$ cat config.mk
export PLATFORM = sky130hd
export DESIGN_NAME = keyseq_wdog
export DESIGN_NICKNAME = d
export VERILOG_FILES = /design/src/rtl/keyseq_wdog_pkg.sv /design/src/rtl/keyseq_wdog_regs.sv /design/src/rtl/keyseq_wdog_keyseq.sv /design/src/rtl/keyseq_wdog_counter.sv /design/src/rtl/keyseq_wdog.sv
export SDC_FILE = /design/constraint.sdc
export NUM_CORES = 1
export LEC_CHECK = 0
export BUFFER_PORTS_ARGS = -buffer_cell sky130_fd_sc_hd__buf_2
export CORE_ASPECT_RATIO = 1.25
export CORE_MARGIN = 1.5
export CORE_UTILIZATION = 55
export DETAILED_ROUTE_END_ITERATION = 6
export MAX_ROUTING_LAYER = met4
export PLACE_DENSITY = 0.86
export SYNTH_ARGS = -nofsm -noshare
export SYNTH_HDL_FRONTEND = slang
export SYNTH_SLANG_ARGS = --single-unit
$ cat constraint.sdc
create_clock -name clk -period 2.9 [get_ports clk]
set_clock_uncertainty 0.1 [all_clocks]
set_input_delay 0 -clock clk [delete_from_list [all_inputs] [get_ports clk]]
set_output_delay 0 -clock clk [all_outputs]
set_load 0.02 [all_outputs]
$ cat src/rtl/keyseq_wdog_pkg.sv
package keyseq_wdog_pkg;
  localparam int unsigned DATA_W   = 16;
  localparam int unsigned ADDR_W   = 2;
  localparam logic [ADDR_W-1:0] OFS_CTRL = 2'd0;
  localparam logic [ADDR_W-1:0] OFS_SVC  = 2'd2;
  localparam logic [DATA_W-1:0] KEY_ARM  = 16'h5555;
  localparam logic [DATA_W-1:0] KEY_FIRE = 16'hAAAA;
  localparam int unsigned BIT_FRZ  = 0;
  localparam int unsigned BIT_EN   = 2;
  localparam int unsigned TO_LSB   = 8;
endpackage

$ cat src/rtl/keyseq_wdog_regs.sv
module keyseq_wdog_regs
  import keyseq_wdog_pkg::*;
(
  input  logic              clk,
  input  logic              rst_n,
  input  logic              wr_ctrl,
  input  logic [DATA_W-1:0] wdata,
  output logic [DATA_W-1:0] ctrl_o,
  output logic              start_o
);
  logic [DATA_W-1:0] ctrl_q;

  assign start_o = wr_ctrl && wdata[BIT_EN] && !ctrl_q[BIT_EN];
  assign ctrl_o  = ctrl_q;

  always_ff @(posedge clk or negedge rst_n) begin
    if (!rst_n) begin
      ctrl_q <= '0;
    end else if (wr_ctrl) begin
      ctrl_q         <= wdata;
      ctrl_q[BIT_EN] <= wdata[BIT_EN] | ctrl_q[BIT_EN];
    end
  end


  en_sticky_chk: assert property (@(posedge clk) disable iff (!rst_n)
    ctrl_q[BIT_EN] |=> ctrl_q[BIT_EN]);

  en_rise_cause_chk: assert property (@(posedge clk) disable iff (!rst_n)
    $rose(ctrl_q[BIT_EN]) |-> $past(start_o));
endmodule

$ cat src/rtl/keyseq_wdog_keyseq.sv
module keyseq_wdog_keyseq
  import keyseq_wdog_pkg::*;
(
  input  logic              clk,
  input  logic              rst_n,
  input  logic              svc_wr,
  input  logic [DATA_W-1:0] wdata,
  output logic              reload_o
);
  logic armed_q;

  assign reload_o = svc_wr && armed_q && (wdata == KEY_FIRE);

  always_ff @(posedge clk or negedge rst_n) begin
    if (!rst_n)      armed_q <= 1'b0;
    else if (svc_wr) armed_q <= (wdata == KEY_ARM);
  end


  reload_clears_chk: assert property (@(posedge clk) disable iff (!rst_n)
    reload_o |=> !armed_q);

  armed_origin_chk: assert property (@(posedge clk) disable iff (!rst_n)
    $rose(armed_q) |-> $past(svc_wr));
endmodule

$ cat src/rtl/keyseq_wdog_counter.sv
module keyseq_wdog_counter #(
  parameter int unsigned TO_W       = 8,
  parameter int unsigned RST_CYCLES = 16
) (
  input  logic            clk,
  input  logic            rst_n,
  input  logic            en,
  input  logic            freeze,
  input  logic            lowpwr,
  input  logic            tick,
  input  logic            load,
  input  logic [TO_W-1:0] load_val,
  output logic            sys_rst_o
);
  localparam int unsigned CNT_W = TO_W + 1;
  localparam int unsigned PLS_W = $clog2(RST_CYCLES + 1);

  logic [CNT_W-1:0] cnt_q;
  logic [PLS_W-1:0] pls_q;
  logic             trip_q;
  logic             halted;
  logic             expire;

  assign halted    = freeze && lowpwr;
  assign expire    = en && !trip_q && (cnt_q == '0);
  assign sys_rst_o = (pls_q != '0);

  always_ff @(posedge clk or negedge rst_n) begin
    if (!rst_n) begin
      cnt_q  <= '0;
      pls_q  <= '0;
      trip_q <= 1'b0;
    end else begin
      if (load && !trip_q)
        cnt_q <= {1'b0, load_val} + CNT_W'(1);
      else if (en && tick && !halted && cnt_q != '0)
        cnt_q <= cnt_q - CNT_W'(1);
      if (expire) begin
        trip_q <= 1'b1;
        pls_q  <= PLS_W'(RST_CYCLES);
      end else if (pls_q != '0) begin
        pls_q <= pls_q - PLS_W'(1);
      end
    end
  end


  trip_sticky_chk: assert property (@(posedge clk) disable iff (!rst_n)
    trip_q |=> trip_q);

  rst_needs_trip_chk: assert property (@(posedge clk) disable iff (!rst_n)
    sys_rst_o |-> trip_q);

  rst_from_zero_chk: assert property (@(posedge clk) disable iff (!rst_n)
    $rose(sys_rst_o) |-> $past(cnt_q) == '0);

  freeze_hold_chk: assert property (@(posedge clk) disable iff (!rst_n)
    (halted && !load) |=> $stable(cnt_q));
endmodule

$ cat src/rtl/keyseq_wdog.sv
module keyseq_wdog
  import keyseq_wdog_pkg::*;
#(
  parameter int unsigned RST_CYCLES = 16
) (
  input  logic              clk,
  input  logic              rst_n,
  input  logic              bus_sel,
  input  logic              bus_wr,
  input  logic [ADDR_W-1:0] bus_addr,
  input  logic [DATA_W-1:0] bus_wdata,
  output logic [DATA_W-1:0] bus_rdata,
  input  logic              tick_en,
  input  logic              lowpwr_i,
  output logic              sys_rst_o
);
  localparam int unsigned TO_W = DATA_W - TO_LSB;

  logic [DATA_W-1:0] ctrl;
  logic              wr_ctrl, wr_svc, start, reload, load;
  logic [TO_W-1:0]   load_val;

  assign wr_ctrl   = bus_sel && bus_wr && (bus_addr == OFS_CTRL);
  assign wr_svc    = bus_sel && bus_wr && (bus_addr == OFS_SVC);
  assign bus_rdata = (bus_sel && bus_addr == OFS_CTRL) ? ctrl : '0;

  keyseq_wdog_regs u_regs (
    .clk(clk), .rst_n(rst_n), .wr_ctrl(wr_ctrl), .wdata(bus_wdata),
    .ctrl_o(ctrl), .start_o(start));

  keyseq_wdog_keyseq u_keys (
    .clk(clk), .rst_n(rst_n), .svc_wr(wr_svc), .wdata(bus_wdata),
    .reload_o(reload));

  assign load     = start || (reload && ctrl[BIT_EN]);
  assign load_val = start ? bus_wdata[DATA_W-1:TO_LSB] : ctrl[DATA_W-1:TO_LSB];

  keyseq_wdog_counter #(.TO_W(TO_W), .RST_CYCLES(RST_CYCLES)) u_cnt (
    .clk(clk), .rst_n(rst_n), .en(ctrl[BIT_EN]), .freeze(ctrl[BIT_FRZ]),
    .lowpwr(lowpwr_i), .tick(tick_en), .load(load), .load_val(load_val),
    .sys_rst_o(sys_rst_o));


  no_rst_disabled_chk: assert property (@(posedge clk) disable iff (!rst_n)
    !ctrl[BIT_EN] |-> !sys_rst_o);
endmodule

Word level (Yosys, flattened, before mapping) --
Cells that the tools add are included.
Storage, ports and cells: register bits after elaboration 32, latch bits 0, memory bits (writable) 0, ROM bits 0, input bits 24, output and inout port bits 17, word-level logic and storage cells 44, memories kept 0
Cells by class: add/subtract/negate cells 3, $mul 0, divide/modulo/power cells 0, magnitude comparators 0, equal/unequal tests 3, shifts and indexed selects 0, multiplexer cells 6, bitwise gates (word level) 1, reductions and logical operators 26
Operators with widths (number):
- $mux W9 | 2
- $eq A16 B15 Y1 const B | 1
- $eq A16 B16 Y1 const B | 1
- $logic_and A1 B1 Y1 | 16
- $mux W16 | 1
- $mux W5 | 2
- $add A8 B1 Y9 const B | 1
- $logic_not A9 Y1 | 1
- $reduce_bool A9 Y1 | 1
- $sub A9 B1 Y9 const B | 1
- $mux W8 | 1
- $reduce_bool A5 Y1 | 1
- $sub A5 B1 Y5 const B | 1
- $reduce_bool A2 Y1 | 2
- $logic_not A1 Y1 | 3
- $eq A2 B2 Y1 const B | 1
- $logic_not A2 Y1 | 1
- $logic_or A1 B1 Y1 | 1
- $or A1 B1 Y1 | 1

Logic depth before layout (Yosys ltp) --
Gate-level depths: netlist of run 1.
word-level depth 8, depth in mapped cells 11, mapped depth without buffers 10

Cells and area by module --
A second synthesis of run 1 with hierarchy kept.
Second synthesis, totals: cells, all modules 192, area, all modules 2147.1 um^2
Modules (own cells, without submodules):
- keyseq_wdog_counter | times used 1, cells each 111, area each 1011.0 um^2, sequential area each 375.4 um^2
- keyseq_wdog_regs | times used 1, cells each 35, area each 649.4 um^2, sequential area each 400.4 um^2
- keyseq_wdog | times used 1, cells each 31, area each 340.3 um^2, sequential area each 0.0 um^2
- keyseq_wdog_keyseq | times used 1, cells each 15, area each 146.4 um^2, sequential area each 25.0 um^2

Worst setup path before layout of run 1 --
Ideal clock, no wire load.
kind register to register, from reg u_cnt.cnt_q[5], to reg u_cnt.cnt_q[6], library setup time 0.080 ns, arrival 1.906 ns, required time 2.720 ns, setup slack 0.814 ns, cell stages (with the launch flop) 6, buffers on the path 1, period minus slack after synthesis 2.086 ns, path through dfrtp_1 or4_1 buf_2 or4_4 a32o_2 nor3b_2
On the way: cells in the longest elaborated chain, start to end 3, elaborated cells between the ends (all ways) 6, those cells by class add/sub: 1; mux: 2; reduce/logical: 3
RTL lines:
- start, declared | RTL line keyseq_wdog_counter.sv:18 | logic [CNT_W-1:0] cnt_q;
- start signal, assigned | RTL line keyseq_wdog_counter.sv:35 | cnt_q <= {1'b0, load_val} + CNT_W'(1);
- start signal, assigned | RTL line keyseq_wdog_counter.sv:37 | cnt_q <= cnt_q - CNT_W'(1);
- $sub A9 B1 Y9 / $reduce_bool A9 Y1 (equally long branches) | RTL line keyseq_wdog_counter.sv:37, keyseq_wdog_counter.sv:36
- $mux W9 / $logic_and A1 B1 Y1 (equally long branches) | RTL line keyseq_wdog_counter.sv:36 | else if (en && tick && !halted && cnt_q != '0)
- $mux W9 / $reduce_bool A2 Y1 (equally long branches)
Parallel ways exist; a longest one is shown, timed or not. The select of a mux whose other input is x is not followed. A chain may end at the register's enable or synchronous reset.

Worst setup path after layout of run 1 --
from in bus_wdata[14], to reg u_cnt.cnt_q[1]
On the way: cells in the longest elaborated chain, start to end 6, elaborated cells between the ends (all ways) 7, those cells by class eq/ne: 1; mux: 1; reduce/logical: 5
RTL lines:
- start, declared | RTL line keyseq_wdog.sv:11 | input logic [DATA_W-1:0] bus_wdata,
- $eq A16 B16 Y1 * | RTL line keyseq_wdog_keyseq.sv:12 | assign reload_o = svc_wr && armed_q && (wdata == KEY_FIRE);
- $logic_and A1 B1 Y1 * | RTL line keyseq_wdog_keyseq.sv:12
- $logic_and A1 B1 Y1 * | RTL line keyseq_wdog.sv:35 | assign load = start || (reload && ctrl[BIT_EN]);
- $logic_or A1 B1 Y1 * | RTL line keyseq_wdog.sv:35
- $logic_and A1 B1 Y1 * | RTL line keyseq_wdog_counter.sv:34 | if (load && !trip_q)
- $mux W9 / $reduce_bool A2 Y1 (equally long branches)
Every way passes the cells marked *; elsewhere a longest branch is shown, timed or not.

==> reports/results.txt, run 1 <==
Max IR drop VDD: 0.4775 mV
Worst setup EP type: flip-flop
Pre-Repair DR Iteration Count: 4
ranking of synthesized cells by area: dfrtp_1, mux2_2, and2_1, xnor2_1, mux2i_1
status: finished clean
Fin. Hold Viols: 0
crit-path cells: dlygate4sd3_1 -> buf_2 -> or3b_2 -> nor4_1 -> nand2_1 -> nand2_1 -> mux2_2
Hold Slack: 15.31 ps
FF+latch count, synth: 32
synth warn: 0
fin worst setup slack: 641.9 ps
antenna violations before repair: 0
Final Util: 0.7203
Commonest cells post-synth: dfrtp_1, nand2_1, and2_1
DR vias: 1940
ant diodes: 0
largest area contributor in the netlist: dfrtp_1
Pwr Density: 668.8 nW/um2
P_int: 1.074 mW
drt drc: 0
final non-filler cell total: 311
GRT Residual Overflow: 0
max cap viols: 0
worst slew pin tran: 750.4 ps
CP dominant cell by count: nand2_1
highest clock rate: 442.9 MHz
total wire length: 5.524 mm
NumNets Final: 299
critical path data arrival time: 2330 ps
combinational share of power: 0.369
Flop pwr share: 0.422
CTS Hold Buffers Added: 17
number of DRC markers in iteration 0: 86
maximum number of pins on one net before global-route repair: 33
Period Utilization, post-route: 0.7787
port bufs: 40
FFs w/ async S/R, synth: 1.000
Avg Vias per Cell: 6.238
pre-CTS setup slack: 731.3 ps
die area: 4121 um2
Mapped Cells: 212
Resized cells post-CTS: 0
Synth top area share: 0.3891
Syn Nets: 240
Syn Std Cell Area: 2058 um2
crit path buf inv count: 2
Die Wd: 57.72 um
H-tree lvl count: 2
Layout area overhead: 24.01%
Lkg Pwr: 1.175 nW
GPL Wtd Cong: 0.8491
slowest cell delay on critical path: 540 ps
Die H: 71.40 um
Critical Path RT: 2970 ps
Clock Pin Slew Worst Setup and Hold Paths: 70 ps
number of synthesized flops with an enable pin: 0
Net Sw Frac: 0.3712
All-Layer GR Usage: 0.2988
unrepaired setup endpoints after global routing: no
post-CTS setup buffers: 0
vias in the first global route: 1986
Min-Delay Path Class: in2reg
Detail Route Antenna Nets: 0
worst-case clock buffer depth: 2
Wirelength per Cell: 17.76 um
CP top delay family: simple AND/OR/NAND/NOR gates
first-pass GRT wire length: 9.170 mm
Setup crit start kind: input pin
core area: 3543 um2
Top FF cell, synth: dfrtp_1
number of buffers created by CTS: 5
clock latency on the worst-skew pair: 290 ps
Initial Util: 0.5809
Max-slew headroom: 0.4997
Crit Path Category: in2reg
post-DP HPWL: 3.359 mm
sequential area share after synthesis: 0.3891
minimum clock period: 2258 ps
Slew Limit Fails: 0
CTS tree: done
setup violators final: 0
Syn Area/Cell: 9.709 um2
setup TNS: 0 ps
clock share of power: 0.209
Crit-path slowest cell: dlygate4sd3_1
row cnt: 24
clock root cell: clkbuf_8
most frequent cell after synthesis: dfrtp_1
Ports: 41
layout cells sized above 1: 0.2647
number of clock sinks: 32
Netlist cell types: 43
sw power: 0.6336 mW
crit-path max FO: 6
Cells after DPL: 286
-- power by group through the flow --
stage	logic (mW)	clock network [mW]	registers (mW)
final	0.629	0.357	0.721
after global routing	0.690	0.372	0.743
after CTS	0.617	0.356	0.713
after detailed placement	0.585	0	0.720
after global placement	0.563	0	0.713
after floorplan	0.458	0	0.689
-- per-stage QoR --
stage          area [um2]  power (mW)
6_report             2552       1.707
4_1_cts              2552       1.686
3_5_place_dp         2290       1.305
5_1_grt              2552       1.805
2_1_floorplan        2058       1.147
3_3_place_gp         2290       1.276
-- kinds of logic after synthesis --
| logic type | share of synthesized area |
|---|---|
| buf+inv | 0.02492 |
| flops | 0.3891 |
| xor+xnor | 0.06808 |
| compound gates | 0.06141 |
| simple gates | 0.2954 |
| fa+ha+maj | 0.02432 |
| mux | 0.1368 |
-- layout by cell type, fill, tap and decap left out, types with 5 or more instances in the layout --
master and n:
xnor2_1 11, o21ai_0 5, dfrtp_1 32, nor3_1 7, nand3_1 9, inv_1 7, xor2_1 5, dlygate4sd3_1 17
mux2i_1 9, nand4_1 5, nand2_1 21, clkbuf_8 6, nor2_1 15, buf_2 40, and2_1 18, mux2_2 17
-- cell type report --
cell class,count,area [um2]
Multi-Input combinational cell,167,1206
Fill cell,218,991.0
Clock inverter,2,10.01
Clock buffer,6,82.58
Inverter,7,26.28
Tap cell,39,48.80
Sequential cell,32,800.8
Timing Repair Buffer,58,377.9
-- per-layer routing --
metal / track usage / vias up / share of wire
met1: 0.3270 / 924 / 0.37
met5: - / - / 0
met3: 0.04874 / 28 / 0.056
li1: - / 887 / -
met2: 0.5126 / 101 / 0.53
met4: 0.1576 / 0 / 0.044
-- worst register-to-register path, cell delays in order, from the launching register on --
cell     delay [ps]
dfrtp_1         450
and4b_1         420
nand2_1         100
nand2_1          90
ha_1            300
nand3_1         160
xnor2_1         260
mux2i_1         120
a21oi_1         150
-- worst paths after layout --
path	endpoint	slack (ps)	depth (start not counted)	from
max	u_cnt.cnt_q[1]	640	7	bus_wdata[14]
min	u_keys.armed_q	20	3	bus_addr[1]
max reg2reg	u_cnt.cnt_q[4]	680	8	u_regs.ctrl_o[2]
min reg2reg	u_regs.ctrl_o[3]	400	1	u_regs.ctrl_o[3]
max in group asynchronous	u_cnt.cnt_q[1]	1970	2	rst_n
min in group asynchronous	u_regs.ctrl_o[1]	250	2	rst_n
-- state kept, by name, summed over array words and instances, names as in the netlist --
register / count
u_cnt.cnt_q: 9
u_cnt.pls_q: 5
u_cnt.trip_q: 1
u_keys.armed_q: 1
u_regs.ctrl_o: 16
Note: power is estimated with default switching activity, not from simulation.
==> run 2: changes to the inputs <==
- ABC_AREA: not set -> 1
- clock period: 2.9 -> 2.3 ns (I/O delays scaled with it)
==> run 2 against run 1 <==
Via count is 14% higher. Register-to-register slack worse by 430 ps. Sequential cell count stayed put. Hold slack better by 14 ps. Global-route usage is 2.1 points higher. Highest routed layer unchanged. Critical path type is now reg2out. Synthesized cell count is 40% higher. Sequential power is 19% higher. Largest cell class unchanged. Critical endpoint is now sys_rst_o. Synthesized area is 2.2% higher.
==> reports/results.txt, run 2 <==
critical path data arrival time: 1960 ps
DP Area: 2316 um2
fin area: 2597 um2
Wirelength per Cell: 15.11 um
Pwr Density: 825.3 nW/um2
clock root cell: clkbuf_8
core area: 3573 um2
FF+latch count, synth: 32
CTS tree: done
minimum clock period: 2057 ps
Worst setup EP type: output port
DR vias: 2218
maximum number of pins on one net before global-route repair: 33
first-pass GRT wire length: 9.860 mm
Lkg Pwr: 1.374 nW
total wire length: 5.983 mm
worst-case clock buffer depth: 2
All-Layer GR Usage: 0.3193
number of buffers created by CTS: 5
vias in the first global route: 2188
Crit Path Category: reg2out
port bufs: 40
Min-Delay Path Class: in2reg
Initial Util: 0.5889
setup violators final: 0
Max IR drop VDD: 0.5444 mV
synth warn: 0
GPL Wtd Cong: 0.8743
Syn Std Cell Area: 2105 um2
Avg Vias per Cell: 5.601
Detail Route Antenna Nets: 0
Syn Area/Cell: 7.086 um2
GRT Residual Overflow: 0
Max-slew headroom: 0.5010
Layout area overhead: 23.42%
FF-to-FF path depth: 10
drt drc: 0
setup TNS: 0 ps
clock latency on the worst-skew pair: 300 ps
Syn Nets: 325
post-DP HPWL: 3.657 mm
Period Utilization, post-route: 0.8944
Slew Limit Fails: 0
post-CTS setup buffers: 0
Critical Path RT: 2200 ps
Commonest cells post-synth: nand2_1, inv_1, nor2_1
Mapped Cells: 297
Hold Path Depth: 3
max FFs per register: 16
R2R Path End: u_cnt.cnt_q[6]
most frequent cells in the layout: nand2_1, inv_1, buf_2
hold_sp: bus_addr[1]
unrepaired setup endpoints after global routing: no
fin worst setup slack: 242.9 ps
worst flop-to-flop path startpoint: u_regs.ctrl_o[2]
sequential area share after synthesis: 0.3805
Ports: 41
Synth top area share: 0.3805
Clock Pin Slew Worst Setup and Hold Paths: 80 ps
highest clock rate: 486.1 MHz
H-tree lvl count: 2
row cnt: 24
number of clock sinks: 32
commonest non-fill, non-tap cell in the layout: nand2_1
reg-to-reg setup timing slack: 250 ps
crit-path max FO: 5
Fin. Hold Viols: 0
max cap viols: 0
number of DRC markers in iteration 0: 134
Pre-Repair DR Iteration Count: 5
Top FF cell, synth: dfrtp_1
worst slew pin tran: 748.5 ps
Die Wd: 58.33 um
Hold Slack: 29.54 ps
antenna violations before repair: 0
largest area contributor in the netlist: dfrtp_1
Netlist cell types: 26
Die H: 72.16 um
Resized cells post-CTS: 0
pre-CTS setup slack: 288.6 ps
Setup crit start kind: flip-flop
NumNets Final: 384
FFs w/ async S/R, synth: 1.000
number of synthesized flops with an enable pin: 0
ranking of synthesized cells by area: dfrtp_1, nand2_1, inv_1, o21ai_0, nor2_1
layout cells sized above 1: 0.2045
ant diodes: 0
CTS Hold Buffers Added: 17
die area: 4209 um2
status: finished clean
Hold EP: u_keys.armed_q
most frequent cell after synthesis: nand2_1
-- run 2: critical path, stage by stage, from the launching register on --
cell and delay (ps):
dfrtp_1 390, inv_1 110, ha_1 150, inv_1 40, nor4_1 550, inv_1 210, buf_2 210
-- run 2: power breakdown --
group	internal [mW]	switching [mW]	leakage [nW]
registers	0.727	0.130	0.385
logic	0.291	0.442	0.935
clock network	0.321	0.233	0.0541
-- run 2: cell families after synthesis --
family,share of synthesized area
adder cells (fa/ha/maj),0.02378
XOR/XNOR,0.03330
buffers and inverters,0.1177
AND/OR/NAND/NOR,0.3282
AO/OA/AOI/OAI,0.1165
flip-flops,0.3805
-- run 2: per-layer routing --
| layer | global-route usage | vias to the layer above | routed length, um |
|---|---|---|---|
| met1 | 0.3314 | 1024 | 2139 |
| met2 | 0.5593 | 112 | 3194 |
| met4 | 0.1731 | 0 | 246 |
| li1 | - | 1057 | - |
| met5 | - | - | 0 |
| met3 | 0.05882 | 25 | 402 |
-- run 2: layout make-up --
| cell class | count | area, um2 |
|---|---|---|
| clock buffers | 5 | 68.82 |
| clock inverters | 3 | 42.54 |
| fillers | 251 | 975.9 |
| inverters | 56 | 210.2 |
| multi-input cells | 204 | 1056 |
| flip-flops and latches | 32 | 800.8 |
| well taps | 39 | 48.80 |
| repair buffers | 57 | 370.4 |
-- run 2: per-stage QoR --
| step | instances | power, mW | util |
|---|---|---|---|
| after global routing | 396 | 2.299 | 0.7269 |
| after floorplan | 297 | 1.364 | - |
| after global placement | 371 | 1.515 | 0.6481 |
| after detailed placement | 371 | 1.553 | 0.6481 |
| final | 396 | 2.144 | 0.7269 |
| after CTS | 396 | 2.120 | 0.7269 |
-- run 2: how the worst max path moves through the flow --
| stage | endpoint | cells after the start | slack, ps | from |
|---|---|---|---|---|
| 2_1_floorplan | u_cnt.cnt_q[4] | 11 | 580 | u_cnt.cnt_q[0] |
| 3_3_place_gp | u_cnt.cnt_q[6] | 10 | 320 | u_regs.ctrl_o[2] |
| 3_5_place_dp | u_cnt.cnt_q[6] | 10 | 290 | u_regs.ctrl_o[2] |
| 4_1_cts | sys_rst_o | 6 | 240 | u_cnt.pls_q[0] |
| 5_1_grt | sys_rst_o | 6 | 90 | u_cnt.pls_q[0] |
| 6_report | sys_rst_o | 6 | 240 | u_cnt.pls_q[0] |
==> run 3: changes to the inputs <==
- ABC_AREA: 1 -> not set
- MAX_ROUTING_LAYER: met4 -> not set
==> run 3 against run 2 <==
First-iteration DRC count is 31% lower. Critical endpoint is now u_cnt.cnt_q[1]. Cell count is 20% lower. Setup slack lost 94 ps. Sequential share of layout area hardly changed. Die area fell by 2.1%. Register-to-register slack lost 100 ps. Final area increased by 0.14%. Hold slack better by 47 ps.
==> reports/results.txt, run 3 (synthesis results as in run 1) <==
Crit Path Category: reg2reg
Max-slew headroom: 0.5185
Critical Path RT: 2370 ps
Setup crit start kind: flip-flop
vias in the first global route: 1939
Hold Slack: 76.83 ps
All-Layer GR Usage: 0.3005
DP Area: 2335 um2
NumNets Final: 305
most frequent cells in the layout: buf_2, dfrtp_1, nand2_1
max cap viols: 0
FF-to-FF path depth: 7
maximum number of pins on one net before global-route repair: 33
clock latency on the worst-skew pair: 290 ps
worst slew pin tran: 722.2 ps
number of buffers created by CTS: 5
crit-path cells: inv_1 -> ha_1 -> or4b_1 -> nor2_1 -> nor2_1 -> mux2i_1 -> mux2_2
Power Total: 2.177 mW
drt drc: 0
fin worst setup slack: 148.4 ps
Pre-Repair DR Iteration Count: 4
GRT Residual Overflow: 0
Lkg Pwr: 1.200 nW
Max IR drop VDD: 0.5550 mV
clock root cell: clkbuf_8
Hold Path Depth: 3
number of DRC markers in iteration 0: 92
Initial Util: 0.5809
busiest grt layer: met2
max FFs per register: 16
fin area: 2601 um2
H-tree lvl count: 2
setup TNS: 0 ps
Layout fillers: 217
final non-filler cell total: 317
DR vias: 1936
highest clock rate: 464.8 MHz
row cnt: 24
total wire length: 5.960 mm
Fin. Hold Viols: 0
Period Utilization, post-route: 0.9355
met1 GRT Util: 0.2967
grt met2 use: 0.5657
port bufs: 40
CP dominant cell by count: nor2_1
Worst setup EP type: flip-flop
unrepaired setup endpoints after global routing: no
crit-path max FO: 5
number of clock sinks: 32
GR Layer Usage met3: 0.06859
Final Util: 0.7341
antenna violations before repair: 0
slowest cell delay on critical path: 510 ps
Min-Delay Path Class: in2reg
Clock Pin Slew Worst Setup and Hold Paths: 60 ps
pre-CTS setup slack: 167.1 ps
minimum clock period: 2152 ps
Crit-path slowest cell: or4b_1
worst-case clock buffer depth: 2
Wirelength per Cell: 18.80 um
Cells after DPL: 292
Pwr Density: 836.9 nW/um2
critical path data arrival time: 2220 ps
Die Wd: 57.72 um
layout cells sized above 1: 0.2770
first-pass GRT wire length: 9.294 mm
core area: 3543 um2
CTS tree: done
Slew Limit Fails: 0
setup violators final: 0
Die H: 71.40 um
GPL Wtd Cong: 0.8676
Avg Vias per Cell: 6.107
commonest non-fill, non-tap cell in the layout: buf_2
die area: 4121 um2
Layout area overhead: 26.38%
Detail Route Antenna Nets: 0
Ports: 41
status: finished clean
post-DP HPWL: 3.724 mm
ant diodes: 0
-- run 3: cell types whose count changed in the layout (fill, tap and decap cells not counted), moves of 9 or more --
cell	previous run	this run
mux2_2	0	17
o21ai_0	28	5
inv_1	49	7
mux2i_1	0	9
nand3_1	18	9
nor2_1	37	15
xnor2_1	0	11
nand2_1	63	21
and2_1	0	18
-- run 3: worst max-delay path: cells and delay by family (launching register included) --
kind / cells / cell delay [ps]
buf+inv: 1 / 70
mux: 2 / 400
flops: 1 / 400
fa+ha+maj: 1 / 210
simple gates: 3 / 860
-- run 3: timing repair --
item / CTS / global route
endpoints found under the setup margin: 0 / 2
endpoints found under the hold margin: 49 / 0
hold buffers: 17 / 0
setup buffers: 0 / 0
gates resized for setup: 0 / 1
-- run 3: per-layer routing --
layer	part of all wire	routed length, um
met2	0.54	3223
met1	0.35	2106
met4	0.045	269
met5	0	0
met3	0.061	361
-- run 3: worst paths after layout --
path | start | end | slack [ps]
setup / recovery | u_cnt.cnt_q[0] | u_cnt.cnt_q[1] | 150
hold / removal | bus_addr[1] | u_keys.armed_q | 80
setup reg to reg | u_cnt.cnt_q[0] | u_cnt.cnt_q[1] | 150
hold reg to reg | u_regs.ctrl_o[3] | u_regs.ctrl_o[3] | 400
max in group asynchronous | rst_n | u_cnt.cnt_q[6] | 1390
min in group asynchronous | rst_n | u_regs.ctrl_o[5] | 250
-- run 3: area by class of cell --
class,count,area (um2),area share
repair buffers,64,422.9,0.1626
multi-input cells,167,1212,0.4661
inverters,7,26.28,0.01010
well taps,39,48.80,0.01876
flip-flops and latches,32,800.8,0.3078
clock buffers,8,90.09,0.03463
-- run 3: power by group --
group / internal [mW] / leakage [nW] / total, mW / switching, mW
logic: 0.395 / 0.766 / 0.817 / 0.422
clock network: 0.244 / 0.0455 / 0.439 / 0.195
registers: 0.741 / 0.388 / 0.921 / 0.180
total: 1.38 / 1.20 / 2.18 / 0.797
